`src/rtl/flash_seq_pkg.sv`:
```
package flash_seq_pkg;

  localparam int IDX_W = 11;

  localparam logic [7:0] D_UNL0   = 8'hAA;
  localparam logic [7:0] D_UNL1   = 8'h55;
  localparam logic [7:0] D_ERASE  = 8'h80;
  localparam logic [7:0] D_AUTO   = 8'h90;
  localparam logic [7:0] D_PROG   = 8'hA0;
  localparam logic [7:0] D_BYPASS = 8'h20;
  localparam logic [7:0] D_CHIP   = 8'h10;
  localparam logic [7:0] D_SECT   = 8'h30;
  localparam logic [7:0] D_SUSP   = 8'hB0;
  localparam logic [7:0] D_QUERY  = 8'h98;
  localparam logic [7:0] D_RESET  = 8'hF0;
  localparam logic [7:0] D_BYPEXT = 8'h00;
  localparam logic [IDX_W-1:0] QUERY_IDX = 11'h055;

  typedef enum logic [2:0] {
    MD_READ = 3'd0, MD_PROG = 3'd1, MD_AUTO = 3'd2,
    MD_QUERY = 3'd3, MD_CHIP = 3'd4, MD_SECT = 3'd5
  } mode_t;

  typedef enum logic [3:0] {
    ST_READ, ST_UNL1, ST_CMD, ST_EUNL0, ST_EUNL1, ST_ECMD,
    ST_PROG, ST_AUTO, ST_QRY, ST_AQRY, ST_CHIP, ST_SECT
  } seq_st_t;

  function automatic int idx_shift(input int dev_bytes);
    return (dev_bytes >= 4) ? 2 : ((dev_bytes == 2) ? 1 : 0);
  endfunction

  function automatic mode_t mode_of(input seq_st_t s);
    case (s)
      ST_PROG:          return MD_PROG;
      ST_AUTO:          return MD_AUTO;
      ST_QRY, ST_AQRY:  return MD_QUERY;
      ST_CHIP:          return MD_CHIP;
      ST_SECT:          return MD_SECT;
      default:          return MD_READ;
    endcase
  endfunction

  function automatic logic [7:0] prog_merge(input logic [7:0] old_v,
                                            input logic [7:0] new_v);
    return old_v & new_v;
  endfunction

endpackage

```
`src/rtl/flash_addr_match.sv`:
```
module flash_addr_match
  import flash_seq_pkg::*;
#(
  parameter int SHIFT = 1,
  parameter logic [IDX_W-1:0] UNLOCK0 = 11'h555,
  parameter logic [IDX_W-1:0] UNLOCK1 = 11'h2AA,
  localparam int IN_W = IDX_W + SHIFT
) (
  input  logic [IN_W-1:0]  addr_lo,
  output logic [IDX_W-1:0] widx,
  output logic             hit_u0,
  output logic             hit_u1,
  output logic             hit_q
);
  generate
    if (SHIFT == 0) begin : g_byte
      assign widx = addr_lo;
    end else begin : g_wide
      logic unused_lo;
      assign unused_lo = ^addr_lo[SHIFT-1:0];
      assign widx = addr_lo[IN_W-1:SHIFT];
    end
  endgenerate

  assign hit_u0 = (widx == UNLOCK0);
  assign hit_u1 = (widx == UNLOCK1);
  assign hit_q  = (widx == QUERY_IDX);
endmodule

```
`src/rtl/flash_seq_core.sv`:
```
module flash_seq_core
  import flash_seq_pkg::*;
#(
  parameter int ADDR_W = 24
) (
  input  logic              clk,
  input  logic              rst,
  input  logic              wr_valid,
  input  logic [ADDR_W-1:0] wr_addr,
  input  logic [7:0]        wr_data,
  input  logic [7:0]        prog_cur,
  input  logic              hit_u0,
  input  logic              hit_u1,
  input  logic              hit_q,
  input  logic              erase_done,
  input  logic              erase_window,
  input  logic              erase_suspended,
  output seq_st_t           st,
  output logic              byp,
  output logic              prog_stb,
  output logic [ADDR_W-1:0] prog_addr,
  output logic [7:0]        prog_wdata,
  output logic              chip_stb,
  output logic              sect_stb,
  output logic [ADDR_W-1:0] erase_addr,
  output logic              susp_stb,
  output logic              res_stb
);
  seq_st_t nxt_st;
  logic nxt_byp, drop_all;
  logic ev_prog, ev_chip, ev_sect, ev_susp, ev_res;
  logic is_reset_cmd, erase_busy;

  assign erase_busy   = (st == ST_CHIP) || (st == ST_SECT);
  assign is_reset_cmd = (wr_data == D_RESET) && (st != ST_PROG) && !erase_busy;

  always_comb begin
    nxt_st = st; nxt_byp = byp; drop_all = 1'b0;
    ev_prog = 1'b0; ev_chip = 1'b0; ev_sect = 1'b0; ev_susp = 1'b0; ev_res = 1'b0;
    if (erase_busy && erase_done) begin
      nxt_st = byp ? ST_CMD : ST_READ;
    end else if (wr_valid) begin
      if (is_reset_cmd) begin
        if (st == ST_AQRY) nxt_st = ST_AUTO;
        else drop_all = 1'b1;
      end else begin
        case (st)
          ST_READ: begin
            if (hit_q && wr_data == D_QUERY) nxt_st = ST_QRY;
            else if (wr_data == D_SECT) begin
              if (erase_suspended) begin nxt_st = ST_SECT; ev_res = 1'b1; end
              else drop_all = 1'b1;
            end else if (wr_data == D_SUSP) nxt_st = ST_READ;
            else if (hit_u0 && wr_data == D_UNL0) nxt_st = ST_UNL1;
            else drop_all = 1'b1;
          end
          ST_UNL1:  if (hit_u1 && wr_data == D_UNL1) nxt_st = ST_CMD; else drop_all = 1'b1;
          ST_CMD: begin
            if (!byp && !hit_u0) drop_all = 1'b1;
            else case (wr_data)
              D_BYPASS: nxt_byp = 1'b1;
              D_ERASE:  nxt_st = ST_EUNL0;
              D_AUTO:   nxt_st = ST_AUTO;
              D_PROG:   nxt_st = ST_PROG;
              default:  drop_all = 1'b1;
            endcase
          end
          ST_EUNL0: if (hit_u0 && wr_data == D_UNL0) nxt_st = ST_EUNL1; else drop_all = 1'b1;
          ST_EUNL1: if (hit_u1 && wr_data == D_UNL1) nxt_st = ST_ECMD; else drop_all = 1'b1;
          ST_ECMD: begin
            if (erase_suspended) drop_all = 1'b1;
            else if (wr_data == D_CHIP && hit_u0) begin nxt_st = ST_CHIP; ev_chip = 1'b1; end
            else if (wr_data == D_SECT) begin nxt_st = ST_SECT; ev_sect = 1'b1; end
            else drop_all = 1'b1;
          end
          ST_PROG: begin
            ev_prog = 1'b1;
            nxt_st  = byp ? ST_CMD : ST_READ;
          end
          ST_AUTO: begin
            if (byp && wr_data == D_BYPEXT) drop_all = 1'b1;
            else if (hit_q && wr_data == D_QUERY) nxt_st = ST_AQRY;
            else drop_all = 1'b1;
          end
          ST_SECT: begin
            if (wr_data == D_SUSP) begin nxt_st = ST_READ; ev_susp = 1'b1; end
            else if (erase_window) begin
              if (wr_data == D_SECT) ev_sect = 1'b1;
              else drop_all = 1'b1;
            end
          end
          ST_CHIP: nxt_st = ST_CHIP;
          default: drop_all = 1'b1;
        endcase
      end
    end
    if (drop_all) begin nxt_st = ST_READ; nxt_byp = 1'b0; end
  end

  always_ff @(posedge clk) begin
    if (rst) begin
      st <= ST_READ; byp <= 1'b0;
      prog_stb <= 1'b0; chip_stb <= 1'b0; sect_stb <= 1'b0;
      susp_stb <= 1'b0; res_stb <= 1'b0;
      prog_addr <= '0; prog_wdata <= '0; erase_addr <= '0;
    end else begin
      st <= nxt_st; byp <= nxt_byp;
      prog_stb <= ev_prog; chip_stb <= ev_chip; sect_stb <= ev_sect;
      susp_stb <= ev_susp; res_stb <= ev_res;
      if (ev_prog) begin
        prog_addr  <= wr_addr;
        prog_wdata <= prog_merge(prog_cur, wr_data);
      end
      if (ev_sect) erase_addr <= wr_addr;
    end
  end

  AST_RESET_STATE: assert property (@(posedge clk) $past(rst) && !rst |-> (st == ST_READ) && !byp);
  AST_QUIET_HOLD: assert property (@(posedge clk) disable iff (rst)
    !$past(rst) && !$past(wr_valid) && !$past(erase_done) |-> $stable(st) && $stable(byp));
  AST_CHIP_CMD: assert property (@(posedge clk) disable iff (rst)
    chip_stb |-> $past(wr_valid) && $past(wr_data) == D_CHIP);
  AST_SECT_CMD: assert property (@(posedge clk) disable iff (rst)
    sect_stb |-> $past(wr_valid) && $past(wr_data) == D_SECT && st == ST_SECT);
  AST_CHIP_STICKY: assert property (@(posedge clk) disable iff (rst)
    (st == ST_CHIP) && !erase_done |=> st == ST_CHIP);
  AST_PROG_LEAVES: assert property (@(posedge clk) disable iff (rst)
    prog_stb |-> st != ST_PROG);
endmodule

```
`src/rtl/flash_cmd_seq.sv`:
```
module flash_cmd_seq
  import flash_seq_pkg::*;
#(
  parameter int ADDR_W    = 24,
  parameter int DEV_BYTES = 2,
  parameter logic [IDX_W-1:0] UNLOCK0 = 11'h555,
  parameter logic [IDX_W-1:0] UNLOCK1 = 11'h2AA
) (
  input  logic              clk,
  input  logic              rst,
  input  logic              wr_valid,
  input  logic [ADDR_W-1:0] wr_addr,
  input  logic [7:0]        wr_data,
  input  logic [7:0]        prog_cur,
  input  logic              erase_done,
  input  logic              erase_window,
  input  logic              erase_suspended,
  output logic [2:0]        mode,
  output logic              bypass_on,
  output logic              prog_stb,
  output logic [ADDR_W-1:0] prog_addr,
  output logic [7:0]        prog_wdata,
  output logic              chip_erase_stb,
  output logic              sector_erase_stb,
  output logic [ADDR_W-1:0] erase_addr,
  output logic              suspend_stb,
  output logic              resume_stb
);
  localparam int SH   = idx_shift(DEV_BYTES);
  localparam int LO_W = IDX_W + SH;

  logic [IDX_W-1:0] widx;
  logic hit_u0, hit_u1, hit_q;
  seq_st_t st;

  flash_addr_match #(.SHIFT(SH), .UNLOCK0(UNLOCK0), .UNLOCK1(UNLOCK1)) u_match (
    .addr_lo(wr_addr[LO_W-1:0]), .widx(widx),
    .hit_u0(hit_u0), .hit_u1(hit_u1), .hit_q(hit_q)
  );

  flash_seq_core #(.ADDR_W(ADDR_W)) u_core (
    .clk(clk), .rst(rst), .wr_valid(wr_valid), .wr_addr(wr_addr),
    .wr_data(wr_data), .prog_cur(prog_cur),
    .hit_u0(hit_u0), .hit_u1(hit_u1), .hit_q(hit_q),
    .erase_done(erase_done), .erase_window(erase_window),
    .erase_suspended(erase_suspended),
    .st(st), .byp(bypass_on),
    .prog_stb(prog_stb), .prog_addr(prog_addr), .prog_wdata(prog_wdata),
    .chip_stb(chip_erase_stb), .sect_stb(sector_erase_stb),
    .erase_addr(erase_addr), .susp_stb(suspend_stb), .res_stb(resume_stb)
  );

  assign mode = mode_of(st);

  AST_ONE_STROBE: assert property (@(posedge clk) disable iff (rst)
    $onehot0({prog_stb, chip_erase_stb, sector_erase_stb, suspend_stb, resume_stb}));
  AST_PROG_NO_SET: assert property (@(posedge clk) disable iff (rst)
    prog_stb |-> (prog_wdata & ~$past(wr_data)) == 8'h00);
  AST_RESUME_SECT: assert property (@(posedge clk) disable iff (rst)
    resume_stb |-> mode == 3'd5);
endmodule

```
`config.mk`:
```
export PLATFORM = sky130hd
export DESIGN_NAME = flash_cmd_seq
export DESIGN_NICKNAME = d
export VERILOG_FILES = /design/src/rtl/flash_seq_pkg.sv /design/src/rtl/flash_addr_match.sv /design/src/rtl/flash_seq_core.sv /design/src/rtl/flash_cmd_seq.sv
export SDC_FILE = /design/constraint.sdc
export NUM_CORES = 1
export LEC_CHECK = 0
export CAP_MARGIN = 20
export CORE_MARGIN = 2
export CORE_UTILIZATION = 49
export DETAILED_ROUTE_END_ITERATION = 10
export GPL_ROUTABILITY_DRIVEN = 0
export PLACE_DENSITY = 0.95
export SETUP_SLACK_MARGIN = 0.3
export SLEW_MARGIN = 20
export SYNTH_ARGS = -nofsm -noshare
export SYNTH_HDL_FRONTEND = slang
export SYNTH_HIERARCHICAL = 1
export SYNTH_SLANG_ARGS = --single-unit
```
`constraint.sdc`:
```
create_clock -name clk -period 8.5 [get_ports clk]
set_clock_uncertainty 0.15 [all_clocks]
set_input_delay 1.7 -clock clk [delete_from_list [all_inputs] [get_ports clk]]
set_output_delay 1.7 -clock clk [all_outputs]
set_load 0.02 [all_outputs]
```
==> flow_summary_export.csv <==
group,metric,value,unit
global_route,antenna_found_initial,0,
synth,syn-cell-area,0.00308,mm^2
sta,timing.fmax,216,MHz
min_path,hold-path-endpoint,"u_core/prog_addr[6]",
clocking,cts_setup_buffers,0,
global_route,grt.total_usage,0.267,
die,core_area,0.00599,mm^2
die,die_w,83.3,um
sta,setup_viol,0,
route,vias_per_cell,5.85,
route,vias,3214,
route,dr.first_iter.drc_count,223,
min_path,holdCritStartpoint,"u_core/prog_addr[6]",
clocking,root_buffer,"clkbuf_8",
critical_path,arrival,4.72,ns
clocking,cts_resized,0,
sta,fin_crit_sh,0.544,
layout,multi_input_area,0.00162,mm^2
critical_path,crit_type,"input port to register",
clocking,cts.sinks,66,
die,ios,111,
synth,syn_inst,372,
critical_path,reg2reg_slack,5.40,ns
global_route,grt_pass1_vias,3173,
clocking,cts_tree,"yes",
layout,nNetsFinal,515,
route,drtPass1Iterations,5,
pwr,power,0.000652,W
sta,hold_slack,0.308,ns
min_path,holdPathStages,2,
die,die_y,83.3,um
pwr,vdd.ir_drop.worst,0.000128,V
die,die_area,0.00694,mm^2
place,dp_hpwl,6.21,mm
sta,fin_crit,4.63,ns
sta,slew_headroom,0.292,
layout,final_cell_area,0.00439,mm^2
critical_path,rr_endpoint,"u_core/st[3]",
layout,fill_cells,430,
min_path,hold_path_class,"register to register",
clocking,htree_num_levels,3,
route,ant_nets,0,
synth,syn-num-nets,418,
layout,drive_gt1_frac,0.0591,
status,status,"complete, no violations",
critical_path,crit_path_end_kind,"register",
sta,worst_slew_pin_slew,1.06,ns
route,drc,0,
route,drt-total-wl,9.29,mm
synth,ys_warn_count,6,
global_route,grt_overflow,0,
route,wl_per_cell,16.9,um
clocking,clockBufferDepth,2,
layout,diodes,0,
sta,fin_setup_tns,0,ns
synth,synth.avg_cell_area,8.28,um^2
layout,syn_to_final_growth,42.6,%
sta,hold_violations,0,
clocking,clk_pin_slew,0.07,ns
critical_path,critPathMaxFanout,5,
global_route,grt_max_degree,62,
place,place_area,0.00416,mm^2
critical_path,r2r-start,"u_core/st[2]",
sta,slew_violations,0,
clocking,numCtsBuffers,9,
critical_path,crit_required,8.59,ns
run,maxCapViolations,0,
clocking,cts_hold_buf,0,
die,start_util,0.514,
critical_path,startpoint_type,"input port",
pwr,cellPowerDensity,149,mW/mm^2
critical_path,r2r_cells,7,
place,portBuffers,110,
die,rows,28,
global_route,grt_pass1_wl,15.1,mm
sta,rsz0062_at_grt,"no",
clocking,clk_latency,0.34,ns
pwr,p_leak,1.43,nW
layout,seqCellArea,0.00132,mm^2
[metrics by stage]
| step | utilization | std cells | setup slack [ns] |
|---|---|---|---|
| 5_1_grt | 0.733 | 549 | 3.77 |
| 3_3_place_gp | 0.695 | 533 | 3.96 |
| 3_5_place_dp | 0.695 | 533 | 3.82 |
| 4_1_cts | 0.733 | 549 | 3.99 |
| 6_report | 0.733 | 549 | 3.87 |
| 2_1_floorplan | - | 372 | 4.52 |
[layout by cell type, fill, tap and decap left out, types with 2 or more instances in the layout]
master           instances
o21ai_0                  4
mux2i_1                 27
nor2b_1                  7
nor4bb_1                 2
nand2_1                 73
and2_1                   2
and3_1                   2
nor3b_1                  2
nand3_1                 12
a31oi_1                  5
nand4_1                  3
or2_2                    2
dfxtp_1                 66
buf_4                    2
or4_1                    2
clkinv_4                 2
nand2b_1                 3
nor3_1                   5
nor2_1                  38
a21oi_1                 38
nand3b_1                 2
clkdlybuf4s50_1        109
clkbuf_8                10
nand4b_1                 2
a211oi_1                 3
o2111ai_1                2
nor4b_1                  2
nand4bb_1                5
nor4_1                   6
inv_1                    6
bufinv_16                2
o211ai_1                 2
[worst max-delay path: stages]
cell             delay (ns)
clkdlybuf4s50_1        0.48
nand4bb_1              0.25
nor4_1                 0.56
and3_1                 0.27
a22oi_1                0.10
o311ai_0               0.45
and3_1                 0.29
a211oi_1               0.08
or2_2                  0.32
a211oi_1               0.21
[how the worst max path moves through the flow]
stage	from	end	slack (ns)	cells after the start
after floorplan	wr_data[6]	u_core/erase_addr[11]	4.52	7
after global placement	wr_addr[4]	u_core/st[0]	3.96	9
after detailed placement	wr_addr[4]	u_core/st[0]	3.82	10
after CTS	wr_addr[4]	u_core/st[0]	3.99	10
after global routing	wr_addr[4]	u_core/st[0]	3.77	10
final	wr_addr[4]	u_core/st[0]	3.87	10
[power by group]
group | switching [W] | internal (W) | total [W] | leakage [nW]
logic | 0.0000196 | 0.0000222 | 0.0000417 | 0.787
clock network | 0.000126 | 0.000175 | 0.000302 | 0.114
registers | 0.0000000576 | 0.000309 | 0.000309 | 0.531
total | 0.000146 | 0.000506 | 0.000652 | 1.43
[layout make-up]
class                   count  share of cell area
well taps                  75              0.0214
flip-flops and latches     66               0.301
repair buffers            112               0.253
clock buffers              11              0.0322
multi-input cells         274               0.368
inverters                   6             0.00513
clock inverters             5              0.0197
[state kept, by name (all words and copies together) (netlist names), 4 cells and up]
signal             count
u_core/erase_addr     24
u_core/st              4
u_core/prog_addr      24
u_core/prog_wdata      8
[metal layers]
| layer | track usage | vias up | part of all wire | wire length [um] |
|---|---|---|---|---|
| li1 | - | 1493 | - | - |
| met2 | 0.440 | 182 | 0.48 | 4500 |
| met4 | 0.0909 | 0 | 0.024 | 223 |
| met1 | 0.300 | 1509 | 0.39 | 3580 |
| met5 | 0 | - | 0 | 0 |
| met3 | 0.130 | 30 | 0.11 | 982 |
Note: power is estimated with default switching activity, not from simulation.
